### src/rtl/i2s_rx_pkg.sv
package i2s_rx_pkg;
  localparam int SLOT_W = 32;

  typedef enum logic [1:0] {
    CH_BOTH  = 2'd0,
    CH_RIGHT = 2'd1,
    CH_LEFT  = 2'd2,
    CH_NONE  = 2'd3
  } chan_sel_e;

  localparam logic [2:0] PK_16_PAIR = 3'd0;
  localparam logic [2:0] PK_16_ONE  = 3'd1;
  localparam logic [2:0] PK_24_FULL = 3'd2;
  localparam logic [2:0] PK_24_HALF = 3'd3;
endpackage

### src/rtl/i2s_rx_clkgen.sv
module i2s_rx_clkgen #(
  parameter int HALF_DIV = 2
) (
  input  logic clk,
  input  logic rst,
  input  logic en,
  output logic bclk_o,
  output logic rise_o,
  output logic fall_o
);
  localparam int CW = (HALF_DIV > 1) ? $clog2(HALF_DIV) : 1;

  logic [CW-1:0] cnt;
  logic          bclk_q;
  logic          tick;

  assign tick   = en && (cnt == CW'(HALF_DIV - 1));
  assign rise_o = tick && !bclk_q;
  assign fall_o = tick && bclk_q;
  assign bclk_o = bclk_q;

  always_ff @(posedge clk) begin
    if (rst || !en) begin
      cnt    <= '0;
      bclk_q <= 1'b0;
    end else if (tick) begin
      cnt    <= '0;
      bclk_q <= ~bclk_q;
    end else begin
      cnt <= cnt + 1'b1;
    end
  end

  AST_BCLK_IDLE: assert property (@(posedge clk) disable iff (rst)
    !en |=> !bclk_q);
endmodule

### src/rtl/i2s_rx_deser.sv
module i2s_rx_deser
  import i2s_rx_pkg::*;
(
  input  logic              clk,
  input  logic              rst,
  input  logic              en,
  input  logic              rise,
  input  logic              fall,
  input  logic              sd,
  output logic              ws_o,
  output logic              smp_vld,
  output logic [SLOT_W-1:0] smp_data,
  output logic              smp_right
);
  localparam int SW = $clog2(SLOT_W);

  logic [SW:0]       bitcnt;
  logic [SLOT_W-1:0] shreg;
  logic [SLOT_W-1:0] shnext;
  logic              primed;

  assign shnext = {shreg[SLOT_W-2:0], sd};
  assign ws_o   = bitcnt[SW];

  always_ff @(posedge clk) begin
    if (rst || !en) begin
      bitcnt    <= '0;
      shreg     <= '0;
      primed    <= 1'b0;
      smp_vld   <= 1'b0;
      smp_data  <= '0;
      smp_right <= 1'b0;
    end else begin
      smp_vld <= 1'b0;
      if (fall) bitcnt <= bitcnt + 1'b1;
      if (rise) begin
        shreg  <= shnext;
        primed <= 1'b1;
        if (primed && bitcnt[SW-1:0] == '0) begin
          smp_vld   <= 1'b1;
          smp_data  <= shnext;
          smp_right <= ~bitcnt[SW];
        end
      end
    end
  end

  AST_WS_AFTER_FALL: assert property (@(posedge clk) disable iff (rst)
    (en && $past(en) && (ws_o != $past(ws_o))) |-> $past(fall));
endmodule

### src/rtl/i2s_rx_packer.sv
module i2s_rx_packer
  import i2s_rx_pkg::*;
(
  input  logic              clk,
  input  logic              rst,
  input  logic              en,
  input  logic [2:0]        pack_mode,
  input  logic [1:0]        chan_mode,
  input  logic              smp_vld,
  input  logic [SLOT_W-1:0] smp_data,
  input  logic              smp_right,
  output logic              wr_vld,
  output logic [31:0]       wr_data
);
  logic        half_mode;
  logic        keep;
  logic        pend;
  logic [15:0] hold;

  assign half_mode = (pack_mode == PK_16_ONE) || (pack_mode == PK_24_HALF);

  always_comb begin
    unique case (chan_sel_e'(chan_mode))
      CH_BOTH:  keep = half_mode ? !smp_right : 1'b1;
      CH_RIGHT: keep = smp_right;
      CH_LEFT:  keep = !smp_right;
      default:  keep = 1'b0;
    endcase
  end

  always_ff @(posedge clk) begin
    if (rst || !en) begin
      wr_vld  <= 1'b0;
      wr_data <= '0;
      pend    <= 1'b0;
      hold    <= '0;
    end else begin
      wr_vld <= 1'b0;
      if (smp_vld && keep) begin
        case (pack_mode)
          PK_16_PAIR: begin
            if (pend) begin
              wr_vld  <= 1'b1;
              wr_data <= {hold, smp_data[SLOT_W-1 -: 16]};
              pend    <= 1'b0;
            end else begin
              hold <= smp_data[SLOT_W-1 -: 16];
              pend <= 1'b1;
            end
          end
          PK_16_ONE: begin
            wr_vld  <= 1'b1;
            wr_data <= {smp_data[SLOT_W-1 -: 16], 16'h0000};
          end
          PK_24_FULL, PK_24_HALF: begin
            wr_vld  <= 1'b1;
            wr_data <= {smp_data[SLOT_W-1 -: 24], 8'h00};
          end
          default: ;
        endcase
      end
    end
  end

  AST_NO_INVALID_WRITE: assert property (@(posedge clk) disable iff (rst)
    wr_vld |-> ($past(pack_mode) <= 3'd3 && $past(chan_mode) != 2'd3));
  AST_LOW_BYTE_ZERO: assert property (@(posedge clk) disable iff (rst)
    (wr_vld && $past(pack_mode[1])) |-> (wr_data[7:0] == 8'h00));
endmodule

### src/rtl/i2s_rx_fifo.sv
module i2s_rx_fifo #(
  parameter int DEPTH = 8,
  parameter int W     = 32
) (
  input  logic         clk,
  input  logic         rst,
  input  logic         push,
  input  logic [W-1:0] wdata,
  output logic         full,
  input  logic         pop,
  output logic [W-1:0] rdata,
  output logic         rvalid,
  output logic         empty
);
  localparam int AW = $clog2(DEPTH);

  logic [W-1:0] mem [DEPTH];
  logic [AW:0]  wptr;
  logic [AW:0]  rptr;
  logic         do_wr;
  logic         do_rd;

  assign empty = (wptr == rptr);
  assign full  = (wptr[AW] != rptr[AW]) && (wptr[AW-1:0] == rptr[AW-1:0]);
  assign do_wr = push && !full;
  assign do_rd = pop && !empty;

  always_ff @(posedge clk) begin
    if (do_wr) mem[wptr[AW-1:0]] <= wdata;
  end

  always_ff @(posedge clk) begin
    if (do_rd) rdata <= mem[rptr[AW-1:0]];
  end

  always_ff @(posedge clk) begin
    if (rst) begin
      wptr   <= '0;
      rptr   <= '0;
      rvalid <= 1'b0;
    end else begin
      rvalid <= do_rd;
      if (do_wr) wptr <= wptr + 1'b1;
      if (do_rd) rptr <= rptr + 1'b1;
    end
  end

  AST_FILL_BOUND: assert property (@(posedge clk) disable iff (rst)
    (wptr - rptr) <= (AW+1)'(DEPTH));
  AST_READ_LATENCY: assert property (@(posedge clk) disable iff (rst)
    (pop && !empty) |=> rvalid);
endmodule

### src/rtl/i2s_master_rx.sv
module i2s_master_rx
  import i2s_rx_pkg::*;
#(
  parameter int HALF_DIV = 2,
  parameter int DEPTH    = 8,
  parameter int THR_W    = 8
) (
  input  logic             clk,
  input  logic             rst,
  input  logic             rx_en,
  input  logic [2:0]       pack_mode,
  input  logic [1:0]       chan_mode,
  input  logic [THR_W-1:0] eof_thresh,
  input  logic             sd_in,
  output logic             bclk_o,
  output logic             ws_o,
  input  logic             rd_req,
  output logic [31:0]      rd_data,
  output logic             rd_valid,
  output logic             fifo_empty,
  output logic             eof_pulse,
  output logic             overflow
);
  logic              rise, fall;
  logic              smp_vld, smp_right;
  logic [SLOT_W-1:0] smp_data;
  logic              wr_vld;
  logic [31:0]       wr_data;
  logic              full;
  logic              en_d;
  logic [THR_W-1:0]  wcnt;

  i2s_rx_clkgen #(.HALF_DIV(HALF_DIV)) u_clk (
    .clk(clk), .rst(rst), .en(rx_en),
    .bclk_o(bclk_o), .rise_o(rise), .fall_o(fall)
  );

  i2s_rx_deser u_deser (
    .clk(clk), .rst(rst), .en(rx_en), .rise(rise), .fall(fall), .sd(sd_in),
    .ws_o(ws_o), .smp_vld(smp_vld), .smp_data(smp_data), .smp_right(smp_right)
  );

  i2s_rx_packer u_pack (
    .clk(clk), .rst(rst), .en(rx_en), .pack_mode(pack_mode), .chan_mode(chan_mode),
    .smp_vld(smp_vld), .smp_data(smp_data), .smp_right(smp_right),
    .wr_vld(wr_vld), .wr_data(wr_data)
  );

  i2s_rx_fifo #(.DEPTH(DEPTH), .W(32)) u_fifo (
    .clk(clk), .rst(rst), .push(wr_vld), .wdata(wr_data), .full(full),
    .pop(rd_req), .rdata(rd_data), .rvalid(rd_valid), .empty(fifo_empty)
  );

  always_ff @(posedge clk) begin
    if (rst) begin
      en_d      <= 1'b0;
      wcnt      <= '0;
      eof_pulse <= 1'b0;
      overflow  <= 1'b0;
    end else begin
      en_d      <= rx_en;
      eof_pulse <= 1'b0;
      if (rx_en && !en_d) begin
        wcnt <= '0;
      end else if (wr_vld) begin
        if (full) begin
          overflow <= 1'b1;
        end else if (eof_thresh != '0) begin
          if (wcnt == eof_thresh - 1'b1) begin
            eof_pulse <= 1'b1;
            wcnt      <= '0;
          end else begin
            wcnt <= wcnt + 1'b1;
          end
        end
      end
    end
  end

  AST_EOF_SINGLE: assert property (@(posedge clk) disable iff (rst)
    eof_pulse |=> !eof_pulse);
  AST_OVF_STICKY: assert property (@(posedge clk) disable iff (rst)
    $past(overflow) |-> overflow);
  AST_NO_EOF_ZERO_THR: assert property (@(posedge clk) disable iff (rst)
    ($past(eof_thresh) == '0) |-> !eof_pulse);
endmodule

### config.mk
export PLATFORM = sky130hd
export DESIGN_NAME = i2s_master_rx
export DESIGN_NICKNAME = d
export VERILOG_FILES = /design/src/rtl/i2s_rx_pkg.sv /design/src/rtl/i2s_rx_clkgen.sv /design/src/rtl/i2s_rx_deser.sv /design/src/rtl/i2s_rx_packer.sv /design/src/rtl/i2s_rx_fifo.sv /design/src/rtl/i2s_master_rx.sv
export SDC_FILE = /design/constraint.sdc
export NUM_CORES = 1
export LEC_CHECK = 0
export BUFFER_PORTS_ARGS = -buffer_cell sky130_fd_sc_hd__buf_2
export CORE_ASPECT_RATIO = 0.9
export CORE_MARGIN = 3
export CORE_UTILIZATION = 36
export DETAILED_ROUTE_END_ITERATION = 8
export MAX_ROUTING_LAYER = met4
export PLACE_DENSITY = 0.62
export SLEW_MARGIN = 5
export SYNTH_ARGS = -nofsm -noshare
export SYNTH_HDL_FRONTEND = slang
export SYNTH_HIERARCHICAL = 1
export SYNTH_SLANG_ARGS = --single-unit
### constraint.sdc
create_clock -name clk -period 6.55 [get_ports clk]
set_clock_uncertainty 0.2 [all_clocks]
set_input_delay 1.31 -clock clk [delete_from_list [all_inputs] [get_ports clk]]
set_output_delay 1.31 -clock clk [all_outputs]
set_load 0.01 [all_outputs]
==> results by group, run 1 <==
Clock tree
  • Post-CTS Hold Fix Bufs: 0
  • CTS Buffer Depth: 3
  • Clock transition at path regs: ~0.060 ns
  • # H-tree levels: 2
  • CTS tree: done
  • Clock Latency Late Sink: about 0.55 ns
  • # clock sinks: 424
  • Root Driver: clkbuf_16
  • Total CTS buffers: 45
  • Post-CTS Setup Inserts: 0
  • Post-cts sizing count: 0

GRT
  • Antenna violations before repair: 1
  • Largest net degree at the start of global routing: 68
  • First-pass GRT wire length: between 50000 and 60000 um
  • Vias in the first global route: between 8000 and 9000
  • GR Util All Layers: between 10% and 20%
  • GRT Residual Overflow: 0

Routing
  • Post-route DRC: 0
  • Drt wl/cell: roughly 19 um
  • Detailed Routing Iterations Pass 1: 4
  • Antenna violation net count after detailed routing: 0
  • Vias: 8964
  • WL final: ~33000 um
  • Iteration-0 DRC count of the detailed router: roughly 740
  • Vias/cell: between 5 and 6

Floorplan
  • Starting Density: between 30% and 40%
  • Die X: 235.8 um
  • Top-level port count: 56
  • DIE AREA: 50190 um2
  • Row count: 75
  • Die H: between 200 and 250 um
  • CORE AREA: around 47000 um2

Synth
  • Synth Warn #: 6
  • Post-synthesis area per instance: approximately 16 um2
  • Synth Net Count: 1083
  • Cells after synthesis: between 1000 and 1500
  • Netlist Area Pre-Place: 17110 um2

Power and ir drop
  • Sequential share of power: between 50% and 60%
  • P_sw: ~0.0012 W
  • Clock power frac: a little over two fifths
  • Comb power frac: approximately 5%
  • Sw frac: a little over a fifth
  • Peak VDD IR: approximately 0.16 mV
  • Cell-internal power: between 0.004 and 0.005 W
  • Post-layout total power: between 0.005 and 0.006 W
  • Cell Pwr Density: approximately 290 nW/um2
  • Pleak: approximately 6.4 nW

Layout
  • Nets: around 1100
  • Design area: roughly 19000 um2
  • Layout cells sized above 1: 27.07%
  • Area Growth Syn to Fin: 13.13%

Worst hold path
  • Worst hold path class: flop to flop
  • Hold Crit Depth: 2
  • Hold Startpoint: u_pack/hold[9]$_SDFFE_PP0P_
  • Hold EP: u_pack/hold[9]$_SDFFE_PP0P_

Setup path
  • Critical path's slowest cell: dfxtp_1
  • Register-to-register setup slack: roughly 3.6 ns
  • FF-to-FF path depth: 3
  • CP Cell Sequence: xnor2_2 > nand3_1 > nor2_1 > buf_2
  • Worst setup path startpoint: u_fifo/wptr[0]$_SDFFE_PP0P_
  • Crit Path Max Fanout: 13
  • Crit Path Category: flop to output port
  • Worst r2r dst: u_fifo/mem[3][10]$_DFFE_PP_
  • Required time of the critical path: approximately 5 ns
  • Worst Setup End Kind: output port
  • Crit path DAT: ~1.9 ns
  • CP max stage delay: 0.71 ns
  • Critical path launch point type: flop
  • Reg2reg start: u_fifo/wptr[0]$_SDFFE_PP0P_

STA
  • Final hold vios: 0
  • Min cycle time layout: approximately 3.4 ns
  • Final WS setup: about 3.1 ns
  • Setup violators final: 0
  • Period utilisation layout: between 50 and 60%
  • Unrepaired setup endpoints after global routing: false
  • Fmax: 292.4 MHz
  • Final slew viol count: 0
  • Fin Hold WS: about 0.26 ns
  • Slew headroom: between 20% and 30%
  • Tightest Pin Transition: around 1.2 ns
  • Setup TNS: 0 ns

Placed design
  • Pre-CTS WS: between 2 and 3 ns
  • Final GP Congestion: 0.7625
  • Cell Area, Placed: between 15000 and 20000 um2
  • HPWL Detailed: roughly 19000 um
  • Port Buffers: 55

Status
  • Outcome: finished clean

Flow run
  • Max-cap viol count: 0
[worst max-delay path: cells and delay by family, from the launching register on]
kind                   cells  cell delay (ns)
XOR/XNOR                   1             0.21
buffers and inverters      1             0.14
flip-flops                 1             0.71
AND/OR/NAND/NOR            2             0.30
[metal layers]
metal / wire (um) / track usage, %
met2: 15430 / 20.99
met5: 0 / -
met4: 517 / 2.915
met3: 1444 / 2.635
met1: 15540 / 18.75
[sequential cells by signal, indices dropped and copies added, names as in the netlist, 4 cells and up]
signal            count
u_fifo/rptr           4
u_fifo/rdata         32
u_deser/smp_data     24
wcnt                  8
u_fifo/wptr           4
u_deser/shreg        31
u_fifo/mem          256
u_deser/bitcnt        6
u_pack/wr_data       32
u_pack/hold          16
[power groups by stage]
stage               logic [W]  clock network, W  registers (W)
floorplan            0.000222                 0        0.00294
global placement     0.000277                 0        0.00294
detailed placement   0.000280                 0        0.00294
CTS                  0.000281           0.00251        0.00288
global route         0.000299           0.00263        0.00289
finish               0.000274           0.00244        0.00288
[worst max path at each step]
stage	endpoint	cells after the start	slack (ns)
floorplan	u_fifo/mem[1][0]$_DFFE_PP_	4	1.56
global placement	u_deser/smp_right$_SDFFE_PP0P_	7	2.68
detailed placement	u_deser/smp_right$_SDFFE_PP0P_	7	2.67
CTS	fifo_empty	4	3.08
global route	fifo_empty	4	2.98
finish	fifo_empty	4	3.13
[cell type report]
class,count,area (um2)
Timing Repair Buffer,73,410.4
Sequential cell,424,11380
Fill cell,4168,27470
Clock inverter,20,200.2
Tap cell,616,770.7
Multi-Input combinational cell,545,5323
Antenna cell,1,2.502
Inverter,9,33.78
Clock buffer,63,1244
[through the flow]
stage,cells,utilization (%)
finish,1751,41.35
global route,1751,41.35
CTS,1750,41.34
detailed placement,1667,38.26
global placement,1667,38.26
floorplan,1058,-
[cell usage in the layout (no fill, tap or decap), drive strengths merged, types with 15 or more instances in the layout]
cell / n
edfxtp: 288
dfxtp: 136
buf: 73
mux2i: 69
mux4: 64
clkbuf: 63
nor2: 53
nand2: 46
mux2: 38
nand3: 28
a21oi: 27
o21ai: 27
a41oi: 26
a211oi: 25
xor2: 15
clkinv: 15
Note: power is estimated with default switching activity, not from simulation.
==> run 2, diff against run 1 <==
==> constraint.sdc (replaced) <==
create_clock -name clk -period 3.5 [get_ports clk]
set_clock_uncertainty 0.2 [all_clocks]
set_input_delay 0.7 -clock clk [delete_from_list [all_inputs] [get_ports clk]]
set_output_delay 0.7 -clock clk [all_outputs]
set_load 0.01 [all_outputs]
==> run 2 against run 1 <==
Die area is the same. Global-route usage grew 0.47 points. First-iteration DRC count grew 13%. Critical path depth is the same. Sequential share of layout area grew 0.065 points. Hold slack lost 0.036 ns. Core utilization is essentially flat. Critical path type unchanged. Critical endpoint unchanged. Largest cell class unchanged. Highest routed layer unchanged.
==> results by group, run 2 (synthesis gave the netlist of run 1 again) <==
Clock tree
  • Root Driver: clkbuf_16
  • Total CTS buffers: 43
  • # clock sinks: 424
  • CTS Buffer Depth: 3
  • Clock Latency Late Sink: about 0.54 ns
  • Post-CTS Setup Inserts: 0
  • Clock transition at path regs: 0.06 ns
  • CTS tree: done
  • Post-cts sizing count: 0
  • # H-tree levels: 2
  • Post-CTS Hold Fix Bufs: 0

STA
  • Unrepaired setup endpoints after global routing: false
  • Fin Hold WS: between 0.2 and 0.25 ns
  • Min cycle time layout: 2.802 ns
  • Slew headroom: between 30% and 40%
  • Fmax: 356.9 MHz
  • Final WS setup: between 0.6 and 0.7 ns
  • Final hold vios: 0
  • Final slew viol count: 0
  • Tightest Pin Transition: roughly 1.0 ns
  • Period utilisation layout: about four fifths
  • Setup TNS: 0 ns
  • Setup violators final: 0

Layout
  • Design area: 19340 um2
  • Antenna Cells: 0
  • Max reg flops: 256
  • Fillers: 4201
  • Nets: 1128
  • Layout cells sized above 1: 26.76%
  • Commonest non-fill, non-tap cell in the layout: edfxtp_1
  • Most frequent cells in the layout: edfxtp_1 (288), dfxtp_1 (133), mux2i_1 (68)
  • Area Growth Syn to Fin: 13.01%

Power and ir drop
  • Comb power frac: under 10%
  • Peak VDD IR: about 0.28 mV
  • Pleak: 6.415 nW
  • Sequential share of power: a little over half
  • Clock power frac: between 40% and 50%
  • Cell Pwr Density: roughly 520 nW/um2
  • Sw frac: a little over a fifth
  • P_sw: 0.002115 W
  • Cell-internal power: roughly 0.008 W

GRT
  • GR Util All Layers: around 14%
  • Antenna violations before repair: 0
  • Vias in the first global route: roughly 9000
  • First-pass GRT wire length: ~54000 um
  • GRT Residual Overflow: 0
  • Largest net degree at the start of global routing: 68

Setup path
  • Required time of the critical path: 2.60 ns
  • Top delay family on crit path: flip-flops
  • CP max stage delay: around 0.68 ns
  • Worst Setup End Kind: output port
  • FF-to-FF path depth: 5
  • Critical path's slowest cell: dfxtp_1
  • Buf/Inv on CP: 1
  • Critical path launch point type: flop
  • Worst r2r dst: wcnt[2]$_SDFFE_PP0P_
  • Register-to-register setup slack: 0.79 ns
  • CP Cell Sequence: xnor2_2 > nand3_1 > nor2_1 > buf_2
  • Crit Path Max Fanout: 13
  • Reg2reg start: u_fifo/wptr[0]$_SDFFE_PP0P_
  • Crit path DAT: 1.90 ns
  • Crit Path Category: flop to output port

Routing
  • Post-route DRC: 0
  • Drt wl/cell: 19.25 um
  • Detailed Routing Iterations Pass 1: 5
  • WL final: around 34000 um
  • Vias: between 9000 and 10000
  • Antenna violation net count after detailed routing: 0
  • Vias/cell: 5.192
  • Iteration-0 DRC count of the detailed router: about 830

Placed design
  • Pre-CTS WS: a little under 0.7 ns
  • HPWL Detailed: between 15000 and 20000 um
  • Cell Area, Placed: 18050 um2
  • Final GP Congestion: roughly 0.77
  • Port Buffers: 55

Floorplan
  • Die H: 212.8 um
  • Row count: between 70 and 80
  • CORE AREA: 46830 um2
  • Top-level port count: 56
  • Die X: ~240 um
  • Starting Density: 36.55%
  • DIE AREA: about 50000 um2

Worst hold path
  • Worst hold path class: input pin to flop
  • Hold Crit Depth: 3
  • Hold EP: u_deser/shreg[0]$_SDFFE_PP0P_
  • Hold Startpoint: sd_in

Flow run
  • Max-cap viol count: 0

Status
  • Outcome: finished clean
run 2: changes by cell type in the layout (fill, tap and decap cells not counted), moves of 2 or more:
cell	before	now
clkbuf_8	5	3
buf_12	0	7
bufinv_16	2	0
clkinv_2	7	4
clkbuf_1	13	18
run 2: worst reg2reg max path: stages (launching register included):
cell	delay, ns
dfxtp_1	0.68
xor2_1	0.36
nor4_2	0.16
a311o_2	0.44
a2111oi_4	0.61
nor3_1	0.13
run 2: power groups by stage:
stage	Sequential (W)	Combinational, W	Clock (W)
2_1_floorplan	0.00550	0.000416	0
3_5_place_dp	0.00549	0.000549	0
4_1_cts	0.00538	0.000550	0.00433
6_report	0.00538	0.000536	0.00420
5_1_grt	0.00538	0.000585	0.00455
3_3_place_gp	0.00549	0.000545	0
run 2: worst max path at each step:
stage                                           start                          to  depth (start not counted)
final                     u_fifo/wptr[0]$_SDFFE_PP0P_                  fifo_empty                          4
after floorplan           u_fifo/wptr[1]$_SDFFE_PP0P_  u_fifo/mem[1][0]$_DFFE_PP_                          4
after CTS                 u_fifo/wptr[0]$_SDFFE_PP0P_                  fifo_empty                          4
after detailed placement                eof_thresh[2]        wcnt[2]$_SDFFE_PP0P_                          6
after global routing      u_fifo/wptr[0]$_SDFFE_PP0P_                  fifo_empty                          4
after global placement                  eof_thresh[2]        eof_pulse$_SDFF_PP0_                          6
run 2: per-layer routing:
metal	global-route usage [%]	part of all wire, %
met1	19.56	47
met3	2.609	4.9
met4	3.523	2.0
met2	21.39	46
met5	-	0
run 2: cell type report:
| type | instances | area [um2] | area share [%] |
|---|---|---|---|
| Clock buffer | 65 | 1210 | 6.256 |
| Clock inverter | 13 | 75.07 | 0.3882 |
| Inverter | 9 | 33.78 | 0.1747 |
| Multi-Input combinational cell | 545 | 5323 | 27.52 |
| Sequential cell | 424 | 11380 | 58.83 |
| Tap cell | 616 | 770.7 | 3.985 |
| Timing Repair Buffer | 80 | 550.5 | 2.847 |
run 2: through the flow:
stage / std cells / util [%] / power [W]
after global routing: 1752 / 41.30 / 0.01052
final: 1752 / 41.30 / 0.01012
after global placement: 1674 / 38.56 / 0.006034
after CTS: 1752 / 41.30 / 0.01026
after detailed placement: 1674 / 38.56 / 0.006038
after floorplan: 1058 / - / 0.005914
==> run 3, diff against run 2 <==
--- a/config.mk
+++ b/config.mk
@@ -5,13 +5,14 @@
 export SDC_FILE = /design/constraint.sdc
 export NUM_CORES = 1
 export LEC_CHECK = 0
+export ABC_AREA = 1
 export BUFFER_PORTS_ARGS = -buffer_cell sky130_fd_sc_hd__buf_2
 export CORE_ASPECT_RATIO = 0.9
 export CORE_MARGIN = 3
 export CORE_UTILIZATION = 36
 export DETAILED_ROUTE_END_ITERATION = 8
 export MAX_ROUTING_LAYER = met4
-export PLACE_DENSITY = 0.62
+export PLACE_DENSITY = 0.64
 export SLEW_MARGIN = 5
 export SYNTH_ARGS = -nofsm -noshare
 export SYNTH_HDL_FRONTEND = slang
==> constraint.sdc (replaced) <==
create_clock -name clk -period 2.5 [get_ports clk]
set_clock_uncertainty 0.2 [all_clocks]
set_input_delay 0.5 -clock clk [delete_from_list [all_inputs] [get_ports clk]]
set_output_delay 0.5 -clock clk [all_outputs]
set_load 0.01 [all_outputs]
==> run 3 against run 2 <==
Sequential share of layout area shrank 1.3 points. Design area grew 2.3%. Critical path depth grew 3. Combinational power shrank 57%. Global-route usage grew 0.89 points. Total power grew 39%. Synthesized cell count grew 65%. Critical endpoint unchanged. Largest power group unchanged. Highest routed layer unchanged.
==> results by group, run 3 <==
Status
  • Outcome: finished clean

Placed design
  • Port Buffers: 55
  • Cell Area, Placed: ~18000 um2
  • Final GP Congestion: 0.8704
  • Pre-CTS WS: roughly 0.31 ns
  • HPWL Detailed: between 20000 and 25000 um
  • Placed insts: about 2300

Setup path
  • CP Cell Sequence: inv_1 > nand2_1 > nand2_1 > a21oi_1 > nand2_2 > inv_1 > buf_2
  • Critical path launch point type: flop
  • FF-to-FF path depth: 7
  • Worst Setup End Kind: output port
  • Critical path's slowest cell: dfxtp_2
  • Crit path DAT: between 1.5 and 2 ns
  • Crit Path Category: flop to output port
  • Crit Path Max Fanout: 10
  • CP max stage delay: 0.38 ns
  • Required time of the critical path: 1.80 ns

GRT
  • GRT Residual Overflow: 0
  • First-pass GRT wire length: approximately 60000 um
  • Largest net degree at the start of global routing: approximately 130
  • GR Util All Layers: around 15%
  • Antenna violations before repair: 1
  • Vias in the first global route: 10980

Clock tree
  • Clock transition at path regs: 0.05 ns
  • # H-tree levels: 2
  • Root Driver: clkbuf_16
  • Total CTS buffers: 44
  • Post-CTS Setup Inserts: 0
  • CTS Buffer Depth: 3
  • Clock Latency Late Sink: 0.54 ns
  • # clock sinks: ~420
  • CTS tree: done

Layout
  • Area Growth Syn to Fin: 14.15%
  • Non-Filler Instances: ~2400
  • Max reg flops: 256
  • Most frequent cells in the layout: nand2_1 (321), edfxtp_1 (288), nor2_1 (248)
  • Layout cells sized above 1: 10.66%
  • Nets: about 1800
  • Commonest non-fill, non-tap cell in the layout: nand2_1
  • Design area: 19790 um2

Floorplan
  • Row count: 75
  • Starting Density: a little under two fifths
  • Die H: 214.2 um
  • Die X: approximately 240 um
  • DIE AREA: a little over 50000 um2
  • Top-level port count: 56
  • CORE AREA: approximately 47000 um2

Routing
  • WL final: 37890 um
  • Antenna violation net count after detailed routing: 0
  • Vias/cell: about 5
  • Drt wl/cell: 15.61 um
  • Post-route DRC: 0
  • Vias: between 10000 and 15000
  • Detailed Routing Iterations Pass 1: 5
  • Iteration-0 DRC count of the detailed router: a little over 900

Power and ir drop
  • Clock power frac: between 40% and 50%
  • P_sw: around 0.0028 W
  • Comb power frac: 1.6%
  • Post-layout total power: approximately 0.014 W
  • Sw frac: 19.74%
  • Sequential share of power: between 50% and 60%
  • Pleak: 6.739 nW
  • Peak VDD IR: between 0.4 and 0.5 mV
  • Cell-internal power: 0.01131 W
  • Cell Pwr Density: 712.3 nW/um2

Synth
  • Post-synthesis area per instance: 9.946 um2
  • Netlist Area Pre-Place: around 17000 um2
  • Synth Warn #: 6
  • Synth Net Count: 1768
  • Cells after synthesis: ~1700

STA
  • Setup violators final: 0
  • Period utilisation layout: around 95%
  • Tightest Pin Transition: around 0.93 ns
  • Min cycle time layout: 2.365 ns
  • Final hold vios: 0
  • Slew headroom: between 30 and 40%
  • Fin Hold WS: 0.07658 ns
  • Final WS setup: approximately 0.13 ns
  • Unrepaired setup endpoints after global routing: false
  • Fmax: 422.7 MHz
  • Final slew viol count: 0

Flow run
  • Max-cap viol count: 0

Worst hold path
  • Worst hold path class: input pin to flop
  • Hold Crit Depth: 3
[run 3: cell type report]
type                       instances  area, um2
antenna                            1      2.502
clock buffer                      68       1313
clock inverter                    12      133.9
fill                            4465      27320
inverter                         180      676.9
multi-input combinational       1040       4842
sequential                       424      11380
tap                              616      770.7
timing repair buffer              86      673.1
[run 3: metal layers]
| layer | wire length (um) | global-route usage (%) | up-vias |
|---|---|---|---|
| met1 | 18110 | 20.87 | 5557 |
| met3 | 2165 | 2.469 | 53 |
| met2 | 17060 | 23.08 | 298 |
| met5 | 0 | - | - |
| li1 | - | - | 5930 |
| met4 | 557 | 3.082 | 0 |
[run 3: path summary, 6_finish.rpt]
| check | to | from | slack [ns] |
|---|---|---|---|
| worst max-delay path | fifo_empty | u_fifo/wptr[1]$_SDFFE_PP0P_ | 0.13 |
| worst min-delay path | en_d$_SDFF_PP0_ | rx_en | 0.08 |
| worst max register to register | u_fifo/mem[5][3]$_DFFE_PP_ | u_fifo/wptr[0]$_SDFFE_PP0P_ | 0.31 |
| worst min register to register | u_deser/shreg[4]$_SDFFE_PP0P_ | u_deser/shreg[3]$_SDFFE_PP0P_ | 0.24 |
[run 3: per-stage QoR]
step                setup TNS (ns)  utilization, %
CTS                              0           42.00
global placement                 0           38.91
detailed placement               0           38.91
finish                           0           42.01
global route                     0           42.01
floorplan                   -40.77               -
[run 3: repair_timing]
| item | 4_1_cts | 5_1_grt |
|---|---|---|
| hold buffers | 1 | 0 |
| endpoints found under the hold margin | 1 | 0 |
| endpoints found under the setup margin | 0 | 1 |
| gates resized for setup | 0 | 1 |
[run 3: worst max-delay path: cells and delay by family, from the launching register on]
| family | cells | cell delay (ns) |
|---|---|---|
| buffers and inverters | 3 | 0.29 |
| AOI/OAI and AO/OA | 1 | 0.18 |
| and+or+nand+nor | 3 | 0.31 |
| DFF | 1 | 0.38 |
[run 3: power groups by stage]
stage	logic [W]	registers (W)	clock network, W
3_3_place_gp	0.000225	0.00757	0
5_1_grt	0.000261	0.00742	0.00687
3_5_place_dp	0.000229	0.00757	0
6_report	0.000230	0.00742	0.00645
4_1_cts	0.000231	0.00742	0.00659
2_1_floorplan	0.000157	0.00757	0
